--- src/rtl/mar_pkg.sv ---
package mar_pkg;

    typedef enum logic [1:0] {
        ST_OPEN    = 2'd0,
        ST_HELD    = 2'd1,
        ST_STOPPED = 2'd2
    } cyc_state_e;

    localparam int unsigned TP_FIRST = 0;
    localparam int unsigned TP_LAST  = 3;
    localparam int unsigned TP_COUNT = 4;

endpackage

--- src/rtl/mar_src_mux.sv ---
module mar_src_mux #(
    parameter int unsigned NSRC = 7,
    parameter int unsigned W    = 18,
    parameter int unsigned CON  = 5
) (
    input  logic [NSRC-1:0]        sel,
    input  logic [NSRC-1:0][W-1:0] data,
    input  logic                   force_con,
    output logic [W-1:0]           bus,
    output logic                   sel_ok
);

    logic [NSRC-1:0][W-1:0] gated;
    logic [W-1:0]           merged;

    for (genvar i = 0; i < NSRC; i++) begin : g_gate
        assign gated[i] = data[i] & {W{sel[i]}};
    end

    always_comb begin
        merged = '0;
        for (int i = 0; i < NSRC; i++) begin
            merged = merged | gated[i];
        end
    end

    assign sel_ok = $onehot(sel);
    assign bus    = force_con ? data[CON] : merged;

endmodule

--- src/rtl/mar_cycle_fsm.sv ---
module mar_cycle_fsm
    import mar_pkg::*;
(
    input  logic       clk,
    input  logic       rst_n,
    input  logic       clk_run,
    input  logic       rd_half,
    input  logic       t1,
    input  logic       t4,
    input  logic       sel_ok,
    input  logic       man_set,
    input  logic       err_clr,
    output logic       ld_run,
    output logic       ld_man,
    output logic       sel_err,
    output cyc_state_e state
);

    cyc_state_e state_nxt;
    logic       sel_fault;

    always_ff @(posedge clk) begin
        if (!rst_n) state <= ST_OPEN;
        else        state <= state_nxt;
    end

    always_comb begin
        state_nxt = state;
        unique case (state)
            ST_OPEN: begin
                if (!clk_run)              state_nxt = ST_STOPPED;
                else if (rd_half && t1)    state_nxt = ST_HELD;
            end
            ST_HELD: begin
                if (!clk_run)              state_nxt = ST_STOPPED;
                else if (!rd_half && t4)   state_nxt = ST_OPEN;
            end
            ST_STOPPED: begin
                if (clk_run)               state_nxt = ST_OPEN;
            end
            default:                       state_nxt = ST_OPEN;
        endcase
    end

    always_comb begin
        ld_run    = 1'b0;
        ld_man    = 1'b0;
        sel_fault = 1'b0;
        unique case (state)
            ST_OPEN: begin
                ld_run    = clk_run && rd_half && t1 && sel_ok;
                sel_fault = clk_run && rd_half && t1 && !sel_ok;
            end
            ST_HELD: begin
            end
            ST_STOPPED: begin
                ld_man    = !clk_run && man_set;
            end
            default: begin
            end
        endcase
    end

    always_ff @(posedge clk) begin
        if (!rst_n) sel_err <= 1'b0;
        else        sel_err <= (sel_err && !err_clr) || sel_fault;
    end

endmodule

--- src/rtl/mar_byte_slice.sv ---
module mar_byte_slice #(
    parameter int unsigned BW = 9
) (
    input  logic          clk,
    input  logic          rst_n,
    input  logic          ld,
    input  logic          clr,
    input  logic [BW-1:0] din,
    output logic [BW-1:0] q,
    output logic          perr
);

    localparam logic [BW-1:0] Q_RST = {1'b1, {(BW-1){1'b0}}};

    logic bad;
    assign bad = ~(^din);

    always_ff @(posedge clk) begin
        if (!rst_n) begin
            q    <= Q_RST;
            perr <= 1'b0;
        end else begin
            if (ld) q <= din;
            perr <= (perr && !clr) || (ld && bad);
        end
    end

endmodule

--- src/rtl/mar_cycle_gate.sv ---
module mar_cycle_gate
    import mar_pkg::*;
#(
    parameter int unsigned NBYTES = 2,
    parameter int unsigned DBITS  = 8,
    parameter int unsigned NSRC   = 7,
    parameter int unsigned CON    = 5
) (
    input  logic                                    clk,
    input  logic                                    rst_n,
    input  logic                                    clk_run,
    input  logic                                    rd_half,
    input  logic [TP_COUNT-1:0]                     tpulse,
    input  logic [NSRC-1:0]                         src_sel,
    input  logic [NSRC-1:0][NBYTES*(DBITS+1)-1:0]   src_data,
    input  logic                                    man_set,
    input  logic                                    err_clr,
    output logic [NBYTES*(DBITS+1)-1:0]             addr_out,
    output logic [NBYTES-1:0]                       perr,
    output logic                                    sel_err
);

    localparam int unsigned BW = DBITS + 1;
    localparam int unsigned W  = NBYTES * BW;

    cyc_state_e   cyc_state;
    logic         ld_run;
    logic         ld_man;
    logic         sel_ok;
    logic         ld_any;
    logic [W-1:0] asm_bus;

    mar_src_mux #(.NSRC(NSRC), .W(W), .CON(CON)) u_mux (
        .sel       (src_sel),
        .data      (src_data),
        .force_con (ld_man),
        .bus       (asm_bus),
        .sel_ok    (sel_ok)
    );

    mar_cycle_fsm u_fsm (
        .clk     (clk),
        .rst_n   (rst_n),
        .clk_run (clk_run),
        .rd_half (rd_half),
        .t1      (tpulse[TP_FIRST]),
        .t4      (tpulse[TP_LAST]),
        .sel_ok  (sel_ok),
        .man_set (man_set),
        .err_clr (err_clr),
        .ld_run  (ld_run),
        .ld_man  (ld_man),
        .sel_err (sel_err),
        .state   (cyc_state)
    );

    assign ld_any = ld_run || ld_man;

    for (genvar k = 0; k < NBYTES; k++) begin : g_byte
        mar_byte_slice #(.BW(BW)) u_slice (
            .clk   (clk),
            .rst_n (rst_n),
            .ld    (ld_any),
            .clr   (err_clr),
            .din   (asm_bus[k*BW +: BW]),
            .q     (addr_out[k*BW +: BW]),
            .perr  (perr[k])
        );
    end

endmodule

--- config.mk ---
export PLATFORM = sky130hd
export DESIGN_NAME = mar_cycle_gate
export DESIGN_NICKNAME = d
export VERILOG_FILES = /design/src/rtl/mar_pkg.sv /design/src/rtl/mar_src_mux.sv /design/src/rtl/mar_cycle_fsm.sv /design/src/rtl/mar_byte_slice.sv /design/src/rtl/mar_cycle_gate.sv
export SDC_FILE = /design/constraint.sdc
export NUM_CORES = 1
export LEC_CHECK = 0
export BUFFER_PORTS_ARGS = -buffer_cell sky130_fd_sc_hd__buf_2
export CORE_UTILIZATION = 42
export CTS_BUF_LIST = sky130_fd_sc_hd__clkbuf_4 sky130_fd_sc_hd__clkbuf_8 sky130_fd_sc_hd__clkbuf_16
export DETAILED_ROUTE_END_ITERATION = 12
export PLACE_DENSITY = 0.95
export SLEW_MARGIN = 20
export SYNTH_ARGS = -nofsm -noshare
export SYNTH_HDL_FRONTEND = slang
export SYNTH_SLANG_ARGS = --single-unit
--- constraint.sdc ---
create_clock -name clk -period 8.56 [get_ports clk]
set_clock_uncertainty 0.2 [all_clocks]
set_input_delay 0.428 -clock clk [delete_from_list [all_inputs] [get_ports clk]]
set_output_delay 0.428 -clock clk [all_outputs]
set_load 0.01 [all_outputs]
After elaboration in Yosys (flattened, before gate mapping). Index checks and enable logic that the tools add are counted.

Register bits after elaboration: 23. Input bits: 143.

Bitwise operators: 15. Add/sub/neg operators: 6. Mux-type cells: 10. Reductions and logical operators: 24. Equality and inequality tests: 6.

Operators by type and width (count): bitwise AND 18 bit (7); OR 18 bit (6); 2-to-1 mux 18 bit (1); parity 9 bit (2); logical AND 1 bit (12); 2-to-1 mux 2 bit (5); adder 1 x 1 -> 2 bit (3); adder 3 bit (2); inequality test 3 x 2 -> 1 bit (second input constant) (2); case mux 2 bit (3 select lines) (1); logical NOT 1 bit (4); logical OR 1 bit (4); adder 3 x 1 -> 3 bit (1); equality test 3 x 1 -> 1 bit (second input constant) (1); 2-to-1 mux 1 bit (3); AND reduction 3 bit (1); equality test 2 x 1 -> 1 bit (second input constant) (1); equality test 2 bit (second input constant) (1); logical NOT 2 bit (1); inequality test 2 bit (second input constant) (1); NOT 1 bit (2).

Longest topological paths before layout.
Depth after elaboration: 12. Depth in mapped cells: 15.

Modules after synthesis. Synthesis repeated with hierarchy kept, for this count alone.

Cells, all modules: 217. Area total of the unflattened synthesis: 1954.4 µm².

Modules (own cells, without submodules): mar_byte_slice (cells an instance 40, sequential area each 200.2 µm², times used 2, area each 447.9 µm²); mar_src_mux (cells an instance 120, sequential area each 0.0 µm², times used 1, area each 888.4 µm²); mar_cycle_fsm (cells an instance 16, sequential area each 60.1 µm², times used 1, area each 163.9 µm²); mar_cycle_gate (cells an instance 1, sequential area each 0.0 µm², times used 1, area each 6.3 µm²).

Worst setup path before layout. OpenSTA, ideal clock, no wires.

Path kind: input-to-reg. From: in src_sel[6]. To: reg g_byte[1].u_slice.q[1]. Cell stages on the path: 14. Arrival time: 3.162 ns. Setup slack: 5.070 ns. Buffers on the path: 4. Setup time: 0.128 ns. Cell sequence: buf_2 > clkbuf_1 > inv_1 > fa_1 > inv_1 > ha_1 > fa_1 > xnor2_1 > nor3b_1 > a21o_1 > buf_4 > buf_2 > mux2i_1 > nor2_1.

Word-level cells in the longest chain between the ends: 6. Elaborated cells between the ends (all ways): 9.

Ends and longest elaborated chain: start, declared (line mar_cycle_gate.sv:14) `input logic [NSRC-1:0] src_sel,`; adder 3 x 1 -> 3 bit (not written as such) (line mar_src_mux.sv:27) `assign sel_ok = $onehot(sel);`; adder 3 bit (not written as such) (line mar_src_mux.sv:27); equality test 3 x 1 -> 1 bit (line mar_src_mux.sv:27); logical AND 1 bit (line mar_cycle_fsm.sv:51) `ld_run = clk_run && rd_half && t1 && sel_ok;`; 2-to-1 mux 1 bit (line mar_cycle_fsm.sv:49) `unique case (state)`; logical OR 1 bit (line mar_cycle_gate.sv:57) `assign ld_any = ld_run || ld_man;`; end signal, assigned (line mar_byte_slice.sv:23) `if (ld) q <= din;`; end, declared (line mar_byte_slice.sv:9) `output logic [BW-1:0] q,`.

Parallel ways exist; a longest one is shown, timed or not. A chain may end at the register's enable or synchronous reset.

Worst setup path after layout.
From: in src_sel[0]. To: reg g_byte[1].u_slice.perr.

Word-level cells in the longest chain between the ends: 12. Elaborated cells between the ends (all ways): 19.

Ends and longest elaborated chain: branches (longest 10 deep; another with adder 3 bit); logical AND 1 bit * (line mar_byte_slice.sv:24) `perr <= (perr && !clr) || (ld && bad);`; logical OR 1 bit * (line mar_byte_slice.sv:24); end signal, assigned (line mar_byte_slice.sv:24); end, declared (line mar_byte_slice.sv:10) `output logic perr`.

Every way passes the cells marked *.

==> impl_metrics.env <==
export IMPL_rsz0062_at_grt="false"
export IMPL_switching_share_pct=31.9
export IMPL_tns_ps=0
export IMPL_report_final_setup_viol=0
export IMPL_slew_headroom_pct=29.7
export IMPL_worst_hold_path_type="in2reg"
export IMPL_core_rowCount=24
export IMPL_crit_type="in2reg"
export IMPL_cpPeakStageDelay_ps=860
export IMPL_clock_sinks=23
export IMPL_portBuffers=161
export IMPL_synth_nets=375
export IMPL_rrSetupSlack_ps=5970
export IMPL_grt_pass1_wl_mm=10.7
export IMPL_post_cts_resized=0
export IMPL_async_flop_share_pct=0
export IMPL_design_area_um2=2750
export IMPL_yosys_area_top_type_share_pct=23.8
export IMPL_synth_ff_type="dfxtp_1"
export IMPL_io_pin_count=164
export IMPL_p_comb_share_pct=41.5
export IMPL_p_int_w=0.000218
export IMPL_synth_area_per_cell_um2=8.58
export IMPL_synth_cell_types=32
export IMPL_crit_chain="buf_2, ha_1, inv_1, fa_1, inv_1, ha_1, fa_1, xnor2_1, nor3b_1, a21o_1, nand2_1, nor2_1, nand2_1, o211ai_1"
export IMPL_initial_core_util_pct=44.0
export IMPL_synthTopCellsByArea="dfxtp_1 24%, a22oi_1 21%, mux2i_1 6.2%"
export IMPL_drc=0
export IMPL_min_from="rst_n"
export IMPL_fp_dieArea_um2=4870
export IMPL_routed_wl_mm=6.79
export IMPL_critPathMaxFanout=27
export IMPL_antenna_found_initial=0
export IMPL_slowest_stage="a21o_1"
export IMPL_synth_seq_cells=23
export IMPL_p_sw_w=0.000102
export IMPL_cts_tree="yes"
export IMPL_p_clk_share_pct=22.3
export IMPL_peakVddDrop_mv=0.0781
export IMPL_detail_route_wl_per_cell_um=16.2
export IMPL_crit_start="src_sel[0]"
export IMPL_met3_usage_pct=3.92
export IMPL_fillers=392
export IMPL_grt_ovfl_total=0
export IMPL_grt_use_met2_pct=56.2
export IMPL_ant_nets=0
export IMPL_die_y_um=69.8
export IMPL_finalHoldViolations=0
export IMPL_synth_compound_gate_area_share_pct=38.4
export IMPL_grtUsageTotal_pct=27.3
export IMPL_place_detailed_hpwl_mm=5.25
export IMPL_drive_gt1_share_pct=46.7
export IMPL_cts_root_buf="clkbuf_8"
export IMPL_cp_arrival_ps=3870
export IMPL_critPathTopFamily="adder cells"
export IMPL_leakagePower_nw=1.38
export IMPL_areaGrowthSynthToFinish_pct=42.2
export IMPL_synth_edf_count=0
export IMPL_multi_input_area_um2=1320
export IMPL_synthAdderAreaFrac_pct=5.70
export IMPL_synthCells=225
export IMPL_finalCritPeriodShare_pct=45.2
export IMPL_maxCapViolCount=0
export IMPL_n_antenna_cell=0
export IMPL_synthXorXnorAreaFrac_pct=8.62
export IMPL_synth_top_area_cell="dfxtp_1"
export IMPL_clk_pin_slew_worst_paths_ps=80
export IMPL_nets=519
export IMPL_vias=2389
export IMPL_post_cts_buffers=0
export IMPL_period_minus_slack_ps=3870
export IMPL_yosys_area_share_simple_pct=8.43
export IMPL_drt_iter0_markers=113
export IMPL_final_max_slew_violation_count=0
export IMPL_yosys_cell_count_top_type="a22oi_1"
export IMPL_post_route_util_pct=62.6
export IMPL_outcome="finished, final reports clean"
export IMPL_core_area_um2=4380
export IMPL_grt_met1_usage_pct=28.0
export IMPL_drt_pass1_iterations=4
export IMPL_grt_start_max_net_pins=28
export IMPL_synth_top_family_by_area="compound AO/OA/AOI/OAI gates"
export IMPL_grt_pass1_vias=2397
export IMPL_synth_area_um2=1930
export IMPL_tightest_slew_ps=1050
export IMPL_h_tree_depth=1
export IMPL_seq_area_um2=460
export IMPL_die_width_um=69.8
export IMPL_vias_per_cell=5.69
export IMPL_max_clock_path_buffers=2
export IMPL_rr_startpoint="u_fsm.state[0]"
export IMPL_ys_seq_area_share_pct=23.8
export IMPL_postCtsHoldBufs=0
export IMPL_gp_congestion=0.822
export IMPL_clk_latency_ps=260
export IMPL_synth_warnings=0
export IMPL_end_kind="register"
export IMPL_seqPwrFrac_pct=36.3
export IMPL_grt_most_used_layer="met2"
export IMPL_worstPathRequired_ps=8550
export IMPL_synth_common_cells="54 x a22oi_1, 23 x dfxtp_1, 18 x a31oi_1, 18 x nor2_1, 13 x a21o_1"
export IMPL_numCtsBuffers=3
export IMPL_muxShareOfSynthArea_pct=6.22
export IMPL_dpl_instance_area_um2=2700
export IMPL_max_freq_mhz=258
export IMPL_worst_path_buf_inv=3
export IMPL_critPathLaunchType="input pin"
export IMPL_power_density_nw_per_um2=117
## worst register-to-register path, delay by kind of cell (launching register included)
kind | cells | cell delay [ps]
AO/OA/AOI/OAI | 2 | 340
flip-flops | 1 | 370
AND/OR/NAND/NOR | 3 | 970
XOR/XNOR | 2 | 610
## final timing paths
check                                              end  depth (start not counted)
worst max register to register  g_byte[1].u_slice.perr                          7
worst max-delay path            g_byte[1].u_slice.perr                         14
worst min-delay path            g_byte[1].u_slice.q[8]                          2
worst min register to register          u_fsm.state[1]                          1
## logic make-up after synthesis
family,Yosys count
simple gates,35
xor+xnor,11
flops,23
mux,12
buf+inv,34
compound gates,103
fa+ha+maj,7
## flip-flops by register name, indices dropped and copies added (netlist names)
register / count
g_byte.u_slice.perr: 2
g_byte.u_slice.q: 18
u_fsm.state: 2
u_fsm.sel_err: 1
## layer usage
metal	vias up	wire length, um
met3	10	532
met1	1086	2400
met2	142	3750
met5	-	0
li1	1151	-
met4	0	104
## placed cells by master, fill, tap and decap left out, drive strengths merged
cell type / instances
a21o: 13
a31oi: 18
nand3b: 2
o21ai: 1
fa: 3
nand2: 6
nand3: 2
a21oi: 7
xnor3: 4
o211ai: 2
nor2: 18
xnor2: 5
nor3: 1
a22oi: 54
inv: 10
nor3b: 1
buf: 162
xor2: 2
clkinv: 1
dfxtp: 23
nor4bb: 1
clkbuf: 4
nand2b: 3
or2: 1
a211oi: 8
mux2i: 12
ha: 4
## power groups by stage
| stage | combinational [W] | clock (W) | sequential [W] |
|---|---|---|---|
| final | 0.000133 | 0.0000714 | 0.000116 |
| after global routing | 0.000147 | 0.0000758 | 0.000117 |
| after global placement | 0.000128 | 0 | 0.000118 |
| after CTS | 0.000134 | 0.0000723 | 0.000116 |
| after floorplan | 0.0000781 | 0 | 0.000121 |
| after detailed placement | 0.000133 | 0 | 0.000119 |
## stage by stage
step	setup WS, ps	total power, W	hold slack (ps)	cells
after floorplan	5070	0.000199	218	225
after global placement	4500	0.000246	246	416
after detailed placement	4410	0.000251	256	416
after CTS	4670	0.000322	194	420
after global routing	4280	0.000340	202	420
final	4690	0.000321	195	420
## layout make-up
| class | count | area share (%) |
|---|---|---|
| timing repair buffer | 162 | 29.6 |
| multi-input combinational | 168 | 47.9 |
| inverter | 11 | 1.50 |
| clock buffer | 4 | 1.78 |
| sequential | 23 | 16.8 |
| tap | 52 | 2.37 |
(Power assumes the default switching activity.)
